## src/rtl/bkpt_pkg.sv

```systemverilog
// Package: shared types and encodings for the breakpoint halt controller.
// Assumes: a two-bit command class and a two-bit host control word.
package bkpt_pkg;

    // Operating mode of the controller.
    typedef enum logic [1:0] {
        ST_RUN   = 2'd0,
        ST_LOOP  = 2'd1,
        ST_DEBUG = 2'd2
    } bk_state_e;

    // Command class encodings seen on cmd_class.
    localparam logic [1:0] CMD_NORMAL = 2'd0;
    localparam logic [1:0] CMD_DBG    = 2'd1;
    localparam logic [1:0] CMD_PROT   = 2'd2;

    // Bit positions in the host control word.
    localparam int CTRL_LOOP_BIT = 0;
    localparam int CTRL_DBG_BIT  = 1;
    localparam int CTRL_W        = 2;

endpackage

```

## src/rtl/bkpt_ctrl_regs.sv

```systemverilog
// Module: host-writable break-loop enable bit.
// Assumes: host_wr is a single-cycle strobe; the bit reads back from the next clock.
module bkpt_ctrl_regs (
    input  logic clk,
    input  logic rst_n,
    input  logic host_wr,
    input  logic host_loop_bit,
    output logic loop_en
);

    // Capture the break-loop bit on every host write.
    always_ff @(posedge clk) begin
        if (!rst_n) begin
            loop_en <= 1'b0;
        end else if (host_wr) begin
            loop_en <= host_loop_bit;
        end
    end

    // readback equals the bit written one clock earlier.
    a_r12_readback: assert property (@(posedge clk) disable iff (!rst_n)
        host_wr |=> (loop_en == $past(host_loop_bit)));

endmodule

```

## src/rtl/bkpt_irq_depth.sv

```systemverilog
// Module: saturating interrupt nesting counter, live only while looping.
// Assumes: inc/dec are single-cycle strobes; the count clears whenever inactive.
module bkpt_irq_depth #(
    parameter int DEPTH_W = 3
) (
    input  logic               clk,
    input  logic               rst_n,
    input  logic               active,
    input  logic               inc,
    input  logic               dec,
    output logic [DEPTH_W-1:0] depth,
    output logic               is_zero,
    output logic               is_one
);

    localparam logic [DEPTH_W-1:0] D_MAX = '1;
    localparam logic [DEPTH_W-1:0] D_ONE = DEPTH_W'(1);

    // Track nesting depth, clamped at both ends.
    always_ff @(posedge clk) begin
        if (!rst_n || !active) begin
            depth <= '0;
        end else begin
            case ({inc, dec})
                2'b10:   if (depth != D_MAX) depth <= depth + D_ONE;
                2'b01:   if (depth != '0)    depth <= depth - D_ONE;
                default: depth <= depth;
            endcase
        end
    end

    // Decode the two depths the state machine needs.
    always_comb begin
        is_zero = (depth == '0);
        is_one  = (depth == D_ONE);
    end

    // a return at depth zero leaves the count at zero.
    a_r8_no_underflow: assert property (@(posedge clk) disable iff (!rst_n)
        (active && is_zero && dec && !inc) |=> is_zero);

    // entering at full depth does not wrap.
    a_r8_saturate: assert property (@(posedge clk) disable iff (!rst_n)
        (active && (depth == D_MAX) && inc && !dec) |=> (depth == D_MAX));

endmodule

```

## src/rtl/bkpt_mode_fsm.sv

```systemverilog
// Module: mode state machine (run / breakpoint loop / debug).
// Assumes: the mode moves only on a valid fetch, a handler return, or a host
// write that clears the debug-mode bit; depth flags come from the counter.
module bkpt_mode_fsm
    import bkpt_pkg::*;
#(
    parameter int              OPC_W   = 8,
    parameter logic [OPC_W-1:0] BRK_OPC = '0
) (
    input  logic             clk,
    input  logic             rst_n,
    input  logic             fetch_vld,
    input  logic [OPC_W-1:0] fetch_op,
    input  logic             irq_enter,
    input  logic             irq_ret,
    input  logic             loop_en,
    input  logic             host_wr,
    input  logic             host_dbg_bit,
    input  logic             depth_zero,
    input  logic             depth_one,
    output bk_state_e        state
);

    bk_state_e state_nxt;
    logic      brk_seen;
    logic      last_ret;
    logic      host_release;

    // Decode events that can move the mode.
    always_comb begin
        brk_seen     = fetch_vld && (fetch_op == BRK_OPC);
        last_ret     = irq_ret && !irq_enter && depth_one;
        host_release = host_wr && !host_dbg_bit;
    end

    // Next-mode selection.
    always_comb begin
        state_nxt = state;
        case (state)
            ST_RUN: begin
                if (brk_seen) state_nxt = loop_en ? ST_LOOP : ST_DEBUG;
            end
            ST_LOOP: begin
                if (!loop_en && (last_ret || (brk_seen && depth_zero)))
                    state_nxt = ST_DEBUG;
            end
            ST_DEBUG: begin
                if (host_release) state_nxt = ST_RUN;
            end
            default: state_nxt = ST_RUN;
        endcase
    end

    // Mode register.
    always_ff @(posedge clk) begin
        if (!rst_n) state <= ST_RUN;
        else        state <= state_nxt;
    end

    // breakpoint with the loop bit clear halts on the next clock.
    a_r2_direct_halt: assert property (@(posedge clk) disable iff (!rst_n)
        (state == ST_RUN && fetch_vld && fetch_op == BRK_OPC && !loop_en)
        |=> (state == ST_DEBUG));

    // breakpoint with the loop bit set enters the loop.
    a_r3_enter_loop: assert property (@(posedge clk) disable iff (!rst_n)
        (state == ST_RUN && fetch_vld && fetch_op == BRK_OPC && loop_en)
        |=> (state == ST_LOOP));

    // in run mode, anything but a valid breakpoint keeps run mode.
    a_r4_run_hold: assert property (@(posedge clk) disable iff (!rst_n)
        (state == ST_RUN && !(fetch_vld && fetch_op == BRK_OPC))
        |=> (state == ST_RUN));

    // with a handler active and no return, the loop persists.
    a_r6_wait_handler: assert property (@(posedge clk) disable iff (!rst_n)
        (state == ST_LOOP && !depth_zero && !irq_ret) |=> (state == ST_LOOP));

    // clearing the debug-mode bit in debug returns to run.
    a_r9_release: assert property (@(posedge clk) disable iff (!rst_n)
        (state == ST_DEBUG && host_wr && !host_dbg_bit) |=> (state == ST_RUN));

    // debug is only left through a host release.
    a_r9_debug_sticky: assert property (@(posedge clk) disable iff (!rst_n)
        (state == ST_DEBUG && !(host_wr && !host_dbg_bit)) |=> (state == ST_DEBUG));

endmodule

```

## src/rtl/bkpt_cmd_gate.sv

```systemverilog
// Module: combinational command-class permission check.
// Assumes: cmd_class and rd_protect are stable when cmd_ok is sampled.
module bkpt_cmd_gate
    import bkpt_pkg::*;
(
    input  logic      clk,
    input  logic      rst_n,
    input  bk_state_e state,
    input  logic      rd_protect,
    input  logic [1:0] cmd_class,
    output logic      cmd_ok
);

    logic in_debug;

    // Decide permission from the mode, the class and read protection.
    always_comb begin
        in_debug = (state == ST_DEBUG);
        if (!in_debug) begin
            cmd_ok = (cmd_class == CMD_NORMAL);
        end else begin
            case (cmd_class)
                CMD_NORMAL: cmd_ok = 1'b1;
                CMD_DBG:    cmd_ok = 1'b1;
                CMD_PROT:   cmd_ok = !rd_protect;
                default:    cmd_ok = 1'b0;
            endcase
        end
    end

    // outside debug only normal-mode commands pass.
    a_r10_run_subset: assert property (@(posedge clk) disable iff (!rst_n)
        (!in_debug && cmd_ok) |-> (cmd_class == CMD_NORMAL));

    // read protection blocks the protect-sensitive class.
    a_r11_protect: assert property (@(posedge clk) disable iff (!rst_n)
        (rd_protect && cmd_class == CMD_PROT) |-> !cmd_ok);

endmodule

```

## src/rtl/bkpt_halt_ctrl.sv

```systemverilog
// Module: top of the breakpoint halt controller.
// Assumes: fetch, interrupt and host strobes are synchronous to clk and
// last one cycle each; the breakpoint opcode is 00H by default.
module bkpt_halt_ctrl
    import bkpt_pkg::*;
#(
    parameter int              OPC_W   = 8,
    parameter logic [OPC_W-1:0] BRK_OPC = '0,
    parameter int              DEPTH_W = 3
) (
    input  logic              clk,
    input  logic              rst_n,
    input  logic              fetch_vld,
    input  logic [OPC_W-1:0]  fetch_op,
    input  logic              irq_enter,
    input  logic              irq_ret,
    input  logic              host_wr,
    input  logic [CTRL_W-1:0] host_wdata,
    input  logic              rd_protect,
    input  logic [1:0]        cmd_class,
    output logic              halt,
    output logic              loop_hold,
    output logic              irq_allow,
    output logic              stat_idle,
    output logic              stat_dbg,
    output logic              ctrl_loop_en,
    output logic              cmd_ok
);

    bk_state_e          state;
    logic               loop_en;
    logic [DEPTH_W-1:0] depth;
    logic               depth_zero;
    logic               depth_one;
    logic               in_loop;

    bkpt_ctrl_regs u_regs (
        .clk           (clk),
        .rst_n         (rst_n),
        .host_wr       (host_wr),
        .host_loop_bit (host_wdata[CTRL_LOOP_BIT]),
        .loop_en       (loop_en)
    );

    bkpt_irq_depth #(.DEPTH_W(DEPTH_W)) u_depth (
        .clk     (clk),
        .rst_n   (rst_n),
        .active  (in_loop),
        .inc     (irq_enter),
        .dec     (irq_ret),
        .depth   (depth),
        .is_zero (depth_zero),
        .is_one  (depth_one)
    );

    bkpt_mode_fsm #(.OPC_W(OPC_W), .BRK_OPC(BRK_OPC)) u_fsm (
        .clk          (clk),
        .rst_n        (rst_n),
        .fetch_vld    (fetch_vld),
        .fetch_op     (fetch_op),
        .irq_enter    (irq_enter),
        .irq_ret      (irq_ret),
        .loop_en      (loop_en),
        .host_wr      (host_wr),
        .host_dbg_bit (host_wdata[CTRL_DBG_BIT]),
        .depth_zero   (depth_zero),
        .depth_one    (depth_one),
        .state        (state)
    );

    bkpt_cmd_gate u_gate (
        .clk        (clk),
        .rst_n      (rst_n),
        .state      (state),
        .rd_protect (rd_protect),
        .cmd_class  (cmd_class),
        .cmd_ok     (cmd_ok)
    );

    // Drive the core controls and status flags from the mode.
    always_comb begin
        in_loop      = (state == ST_LOOP);
        halt         = (state == ST_DEBUG);
        stat_dbg     = (state == ST_DEBUG);
        stat_idle    = in_loop;
        loop_hold    = in_loop && depth_zero;
        irq_allow    = (state != ST_DEBUG);
        ctrl_loop_en = loop_en;
    end

    // the core is never held on the breakpoint while a handler runs.
    a_r5_handler_free: assert property (@(posedge clk) disable iff (!rst_n)
        (in_loop && irq_enter && !irq_ret) |=> !loop_hold);

    // a halted core takes no interrupts.
    a_r5_no_irq_halted: assert property (@(posedge clk) disable iff (!rst_n)
        halt |-> !irq_allow);

    // halt and idle never assert together.
    a_r1_exclusive: assert property (@(posedge clk) disable iff (!rst_n)
        !(halt && stat_idle));

endmodule

```

## config.mk

```make
export PLATFORM = sky130hd
export DESIGN_NAME = bkpt_halt_ctrl
export DESIGN_NICKNAME = d
export VERILOG_FILES = /design/src/rtl/bkpt_pkg.sv /design/src/rtl/bkpt_ctrl_regs.sv /design/src/rtl/bkpt_irq_depth.sv /design/src/rtl/bkpt_mode_fsm.sv /design/src/rtl/bkpt_cmd_gate.sv /design/src/rtl/bkpt_halt_ctrl.sv
export SDC_FILE = /design/constraint.sdc
export NUM_CORES = 1
export LEC_CHECK = 0
export BUFFER_PORTS_ARGS = -buffer_cell sky130_fd_sc_hd__buf_2
export CELL_PAD_IN_SITES_DETAIL_PLACEMENT = 0
export CELL_PAD_IN_SITES_GLOBAL_PLACEMENT = 2
export CORE_MARGIN = 5
export CORE_UTILIZATION = 24
export CTS_CLUSTER_DIAMETER = 120
export DETAILED_ROUTE_END_ITERATION = 8
export PLACE_DENSITY_LB_ADDON = 0.1
export SLEW_MARGIN = 10
export SYNTH_ARGS = -nofsm -noshare
export SYNTH_HDL_FRONTEND = slang
export SYNTH_SLANG_ARGS = --single-unit
```

## constraint.sdc

```tcl
create_clock -name clk -period 4.4 [get_ports clk]
set_clock_uncertainty 0.2 [all_clocks]
set_input_delay 0.88 -clock clk [delete_from_list [all_inputs] [get_ports clk]]
set_output_delay 0.88 -clock clk [all_outputs]
set_load 0.05 [all_outputs]
```

# Word-level counts from Yosys, hierarchy flattened
# Cells that the tools add are included.
dict set report op_classes {
  mul 0
  eq_ne 14
  bitwise 0
  order_cmp 0
  n_mux 10
  div_mod_pow 0
  shift 0
  n_addsub 2
  n_reduce_logical 24
}
# op count
set op_table {}
lappend op_table {{2-bit by 1-bit inequality test with 1-bit output, second input constant} 5}
lappend op_table {{8-bit zero test} 1}
lappend op_table {{2-bit two-way mux} 4}
lappend op_table {{1-bit logical AND} 7}
lappend op_table {{2-bit by 1-bit == test with 1-bit output, second input constant} 3}
lappend op_table {{2-bit == test, second input constant} 3}
lappend op_table {{1-bit zero test} 6}
lappend op_table {{3-bit two-way mux} 2}
lappend op_table {{2-bit one-hot mux with 3 select lines} 1}
lappend op_table {{3-bit one-hot mux with 2 select lines} 1}
lappend op_table {{3-bit AND reduction} 2}
lappend op_table {{2-bit zero test} 2}
lappend op_table {{3-bit by 1-bit adder with 3-bit output, second input constant} 1}
lappend op_table {{3-bit by 1-bit == test with 1-bit output, second input constant} 1}
lappend op_table {{3-bit zero test} 1}
lappend op_table {{3-bit inequality test, second input constant} 1}
lappend op_table {{3-bit nonzero test} 1}
lappend op_table {{3-bit by 1-bit subtractor with 3-bit output, second input constant} 1}
lappend op_table {{1-bit logical OR} 2}
lappend op_table {{2-bit inequality test, second input constant} 1}
lappend op_table {{1-bit one-hot mux with 2 select lines} 1}
lappend op_table {{2-bit nonzero test} 1}
lappend op_table {{2-bit OR reduction} 1}
lappend op_table {{1-bit two-way mux} 1}
dict set report word_totals {
  input_bits 19
  out_inout_bits 7
  reg_bits 6
  rom_bits 0
  latch_bits 0
  memories 0
  mem_bits_rw 0
  elab_cells 53
}

# Longest topological paths before layout
# Gate-level depths: netlist of the first run.
dict set report logic_depth {
  depth_word 7
  mapped_depth 6
}

# Cells and area by module
# From an unflattened synthesis of the first run, not the netlist that was laid out.
dict set report unflattened {
  hier_cells 56
  hier_area_um2 516.7
}
# mod cells_per_inst n_inst seq_area_each_um2 area_each_um2
set by_module_without_submodules {}
lappend by_module_without_submodules {bkpt_irq_depth 26 1 60.1 267.8}
lappend by_module_without_submodules {bkpt_mode_fsm 19 1 40.0 146.4}
lappend by_module_without_submodules {bkpt_halt_ctrl 5 1 0.0 37.5}
lappend by_module_without_submodules {bkpt_ctrl_regs 3 1 20.0 36.3}
lappend by_module_without_submodules {bkpt_cmd_gate 3 1 0.0 28.8}

# Worst setup path after synthesis of the first run
# No wires, ideal clock.
dict set report synth_path {
  kind {in2out}
  from {input cmd_class[0]}
  to {output cmd_ok}
  t_required_ns 3.320
  path_stages 1
  path_slack_ns 1.228
  arrival_time_ns 2.092
  n_path_buf 0
  cell_sequence {o31ai_1}
}
dict set report synth_between {
  elab_chain_len 4
}
# element line_no
set synth_rtl {}
lappend synth_rtl {{from (decl)} bkpt_halt_ctrl.sv:20} ;# input logic [1:0] cmd_class,
lappend synth_rtl {{2-bit by 1-bit == test with 1-bit output / 2-bit zero test (equally long branches)} {bkpt_cmd_gate.sv:22, bkpt_cmd_gate.sv:20}}
lappend synth_rtl {{2-bit OR reduction (no source line)} n/a}
lappend synth_rtl {{1-bit one-hot mux with 2 select lines} bkpt_cmd_gate.sv:22} ;# case (cmd_class)
lappend synth_rtl {{1-bit two-way mux (*)} bkpt_cmd_gate.sv:19} ;# if (!in_debug) begin
lappend synth_rtl {{to (decl)} bkpt_halt_ctrl.sv:27} ;# output logic cmd_ok
# Every way passes the cells marked *; elsewhere a longest branch is shown, timed or not.

# Final worst setup path of the first run
# Same ends and word-level chain as after synthesis.

==> out/qor.yml, run 1 <==
slew_violations: 0
start_util_pct: 25.3
cp_common_cell: "buf_2"
period_share_pct: 58.7
drc_errors: 0
p_per_area_mw_per_mm2: 198
switchingPower_uw: 34.7
synth_top_cell_area_share_pct: 24.2
rr_worst_depth: 6
outcome: "complete, no violations"
dp_hpwl_um: 1010
ys_warn_count: 0
ys_types: 28
row_count: 16
maxCapViolCount: 0
power_switching_share_pct: 26.2
fill_cells: 228
synth-seq-cells: 6
hold_viol: 0
worstPathMaxFanout: 2
layout.nets: 115
seqPwrFrac_pct: 42.1
synth.largest_area_cell: "dfxtp_1"
cp_top_family: "buffers and inverters"
wl_per_cell_um: 10.5
syn_nets: 86
numClockSinks: 6
startpoint_type: "primary input"
grt_pass1_wl_um: 2080
worst-path-buf-inv: 2
hold_depth: 2
drtAntennaViolNets: 0
peakVddDrop_uv: 86.1
dieArea_sq_mm: 0.00307
ys.flop_type: "dfxtp_1"
whs_ns: 0.331
grt_usage_pct: 8.34
grt_max_degree: 8
io_buffers: 25
syn_avg_cell_area_sq_um: 8.26
tightest_slew_ns: 0.284
crit_type: "primary input to output pin"
drtIter0Drc: 21
h-tree-depth: 1
syn_area_sq_um: 495
clk_latency_ns: 0.25
cpPeakStageDelay_ns: 0.30
ios: 26
hold_buffers: 0
vias: 517
final_cell_mix: "buf_2 (25), inv_1 (7), ha_1 (7)"
routed_via_density: 4.54
synthTopCellsByArea: "dfxtp_1 (24%), ha_1 (18%), inv_1 (5.3%)"
first_pass_iters: 2
cts_setup_buffers: 0
min_period_ns: 2.58
cp_data_required_time_ns: 3.32
cts.clk_slew.worst_paths_ns: 0.04
finalSetupViolations: 0
max_slew_margin_pct: 80.8
coreArea_sq_mm: 0.00196
dieHeight_um: 55.4
hold_path_class: "register to register"
clockBufferDepth: 2
leakage_nw: 0.345
die-width_um: 55.4
p_comb_share_pct: 18.8
wl_um: 1200
layout_commonest_cell: "buf_2"
cts_buffers: 3
n_antenna_cell: 0
ctsResizeCount: 0
root_buffer: "clkbuf_4"
pwr-share-clk_pct: 39.1
antenna_found_initial: 0
crit_chain: "buf_2 -> o31ai_1 -> buf_2"
synth-async-reset-ratio_pct: 0
postSynthCellCount: 60
fmax_mhz: 387
cp-end-kind: "output pin"
area_growth_pct: 35.1
ys_seq_area_share_pct: 24.2
arrival_ns: 1.50
fin_tns_setup_ns: 0
crit_slowest_cell: "buf_2"
synth_edf_count: 0
layout-drive-gt1-share_pct: 34.5
place_congestion: 0.682
rsz0062_at_grt: "false"
grt_overflow: 0
cts_tree: "yes"
cp_num_cells: 3
grt_pass1_vias: 545
p_int_uw: 98.0
-- layer usage --
metal	wire [um]	vias up	share of wire [%]	track usage [%]
li1	-	266	-	-
met1	482	235	40	7.89
met2	582	16	49	13.7
met3	134	0	11	6.76
met4	0	0	0	2.43
met5	0	-	0	0
-- worst paths after layout --
kind,from,to,slack [ns]
worst max-delay path,cmd_class[0],cmd_ok,1.82
worst min-delay path,u_depth.depth[1],u_depth.depth[1],0.33
worst max register to register,u_depth.depth[0],u_depth.depth[1],2.70
worst min register to register,u_depth.depth[1],u_depth.depth[1],0.33
-- sequential cells by signal, indices dropped and copies added, names as in the netlist --
name / flops
u_regs.loop_en: 1
u_fsm.state: 2
u_depth.depth: 3
-- power by group through the flow --
| stage | logic, mW | clock network, mW | registers (mW) |
|---|---|---|---|
| after floorplan | 0.0120 | 0 | 0.0585 |
| after global placement | 0.0250 | 0 | 0.0569 |
| after detailed placement | 0.0251 | 0 | 0.0568 |
| after CTS | 0.0252 | 0.0549 | 0.0558 |
| after global routing | 0.0283 | 0.0587 | 0.0558 |
| final | 0.0250 | 0.0519 | 0.0558 |
-- per-stage QoR --
step,util [%],power (mW),std cells,worst slack [ns],instance area (sq um)
6_report,34.1,0.133,114,1.82,669
5_1_grt,34.1,0.143,114,1.75,669
4_1_cts,34.1,0.136,114,1.82,669
3_5_place_dp,33.0,0.0820,111,1.82,647
3_3_place_gp,33.0,0.0818,111,1.83,647
2_1_floorplan,-,0.0705,60,1.23,495
-- Yosys cell counts, drive strengths merged (2+ instances only) --
library cell	number
inv	8
ha	7
dfxtp	6
nor2	4
a21oi	3
nand2b	3
nor2b	3
o21ai	3
a21o	2
a31oi	2
nand2	2
nor4	2
o31ai	2
-- worst min-delay path: cells and delay by family, from the launching register on --
kind	cells	cell delay, ns
AOI/OAI and AO/OA	1	0.05
DFF	1	0.32
and+or+nand+nor	1	0.10
-- cell families (layout without fill, tap and decap cells) --
kind of cell / count (synthesis) / in the layout / synth area share [%]
simple gates: 21 / 21 / 27.0
compound gates: 15 / 15 / 19.7
buf+inv: 9 / 36 / 7.58
fa+ha+maj: 7 / 7 / 17.7
flops: 6 / 6 / 24.2
xor+xnor: 1 / 1 / 1.77
mux: 1 / 1 / 2.02
-- layout make-up --
type / count / area [sq um] / area share, %
well taps: 27 / 33.8 / 5.05
inverters: 8 / 30.0 / 4.49
multi-input cells: 45 / 338 / 50.5
repair buffers: 25 / 125 / 18.7
flip-flops and latches: 6 / 120 / 17.9
clock buffers: 3 / 22.5 / 3.36
No activity file was read; power rests on OpenSTA's default activity.
==> run 2, diff against run 1 <==
Settings changed: ABC_AREA set to 1, CORE_UTILIZATION 24 to 19.
Clock period 4.4 ns to 2.2 ns, I/O delays scaled along.
==> run 2 against run 1 <==
Net effect:
- die area increased by 26%
- cell area is 5.8% higher
- via count increased by 2.3%
- flip-flop and latch count unchanged
- synthesized area rose by 4.5%
- clock power grew 93%
- critical path type is now register to output pin
==> out/qor.yml, run 2 <==
outcome: "complete, no violations"
reg2reg_from: "u_depth.depth[0]"
area_growth_pct: 36.7
syn_avg_cell_area_sq_um: 6.82
arrival_ns: 1.32
ys_types: 21
cts_buffers: 3
n_antenna_cell: 0
post_dp_cell_area_sq_um: 686
coreArea_sq_mm: 0.00269
synthTopCellsByCount: "inv_1 (12), nand2_1 (12), nor2_1 (8), ha_1 (7)"
root_buffer: "clkbuf_4"
min_to: "u_fsm.state[1]"
hp-start: "rst_n"
vias: 529
numClockSinks: 6
gr-usage-met3_pct: 2.16
layout-drive-gt1-share_pct: 36.9
antenna_found_initial: 0
finalSetupViolations: 0
finalNonFillerCells: 134
cp-end-kind: "output pin"
clk_latency_ns: 0.24
fin_ws_ns: 0.243
clockBufferDepth: 2
ys_seq_area_share_pct: 23.2
rr_endpoint: "u_depth.depth[2]"
ys_warn_count: 0
grt_overflow: 0
maxCapViolCount: 0
max_slew_margin_pct: 83.3
wl_um: 1270
first_pass_iters: 2
synthTopCellsByArea: "dfxtp_1 (23%), ha_1 (17%), inv_1 (8.7%)"
worstPathMaxFanout: 4
startpoint_type: "register"
wl_per_cell_um: 9.50
dieArea_sq_mm: 0.00387
period_share_pct: 89.0
r2r_setup_slack_ns: 0.50
ios: 26
ys.flop_type: "dfxtp_1"
place_congestion: 0.724
io_buffers: 25
dp_hpwl_um: 1130
crit_type: "register to output pin"
synth-async-reset-ratio_pct: 0
drtIter0Drc: 5
slew_violations: 0
die-width_um: 62.2
grt_usage_pct: 7.00
grt-busiest-layer: "met2"
syn_area_sq_um: 518
grt_pass1_vias: 531
grt_use_met1_pct: 7.63
ctsResizeCount: 0
dieHeight_um: 62.2
postSynthCellCount: 76
hold_viol: 0
grt_pass1_wl_um: 2220
layout_commonest_cell: "buf_2"
peakVddDrop_uv: 190
dp_cells: 131
p_per_area_mw_per_mm2: 379
synth.largest_area_cell: "dfxtp_1"
rsz0062_at_grt: "false"
hold_path_class: "primary input to register"
cts.clk_slew.worst_paths_ns: 0.05
largest_reg_flops: 3
power_uw: 268
largest_register: "u_depth.depth"
final_cell_area_sq_um: 708
utilization_pct: 26.4
hold_buffers: 0
synth-seq-cells: 6
final_cell_mix: "buf_2 (25), inv_1 (12), nand2_1 (12)"
rr_worst_depth: 8
syn_nets: 102
synth_edf_count: 0
layout.nets: 131
drc_errors: 0
cp_data_required_time_ns: 1.56
cts_tree: "yes"
whs_ns: 0.262
row_count: 19
grtUsageMet2_pct: 11.4
synth_top_cell_area_share_pct: 23.2
fmax_mhz: 511
h-tree-depth: 1
grt_max_degree: 6
hold_depth: 3
leakage_nw: 0.368
routed_via_density: 3.95
cts_setup_buffers: 0
tightest_slew_ns: 0.250
pre_cts_ws_ns: 0.336
start_util_pct: 19.3
fin_tns_setup_ns: 0
largestRegisters: "u_depth.depth (3), u_fsm.state (2), u_regs.loop_en (1)"
min_period_ns: 1.96
drtAntennaViolNets: 0
-- run 2: area by class of cell --
type | instances | area, sq um
Sequential cell | 6 | 120
Timing Repair Buffer | 25 | 125
Tap cell | 31 | 38.8
Fill cell | 311 | 1980
Inverter | 15 | 56.3
Clock buffer | 3 | 22.5
Multi-Input combinational cell | 54 | 345
-- run 2: how the worst max path moves through the flow --
stage                           startpoint                to  slack [ns]  cells after the start
final                     u_depth.depth[0]         loop_hold        0.24                      5
after floorplan             u_fsm.state[0]         loop_hold        0.13                      4
after global placement           irq_enter  u_depth.depth[2]        0.32                      9
after detailed placement         irq_enter  u_depth.depth[2]        0.34                      9
after CTS                 u_depth.depth[0]         loop_hold        0.22                      5
after global routing        u_fsm.state[1]            cmd_ok        0.12                      5
-- run 2: where the power goes --
part	internal, mW	switching [mW]	leakage, nW
Sequential	0.111	0.00117	0.0486
Combinational	0.0230	0.0334	0.306
Clock	0.0616	0.0384	0.0138
Total	0.195	0.0730	0.368
-- run 2: critical path, cell delays in order, from the launching register on --
cell and delay [ns]:
dfxtp_1 0.33, inv_1 0.10, ha_1 0.15, inv_1 0.07, nor3_4 0.15, buf_2 0.28
-- run 2: layer usage --
layer,share of wire [%],vias to the layer above
met4,0.71,0
met5,0,-
met3,8.2,2
met1,46,220
li1,-,292
met2,45,15
-- run 2: cell families (layout without fill, tap and decap cells) --
group	after synthesis	in the layout	synth area share, %
AND/OR/NAND/NOR	30	30	28.0
buffers and inverters	16	43	12.3
adder cells (fa/ha/maj)	7	7	16.9
AO/OA/AOI/OAI	15	15	16.2
XOR/XNOR	2	2	3.38
flip-flops	6	6	23.2
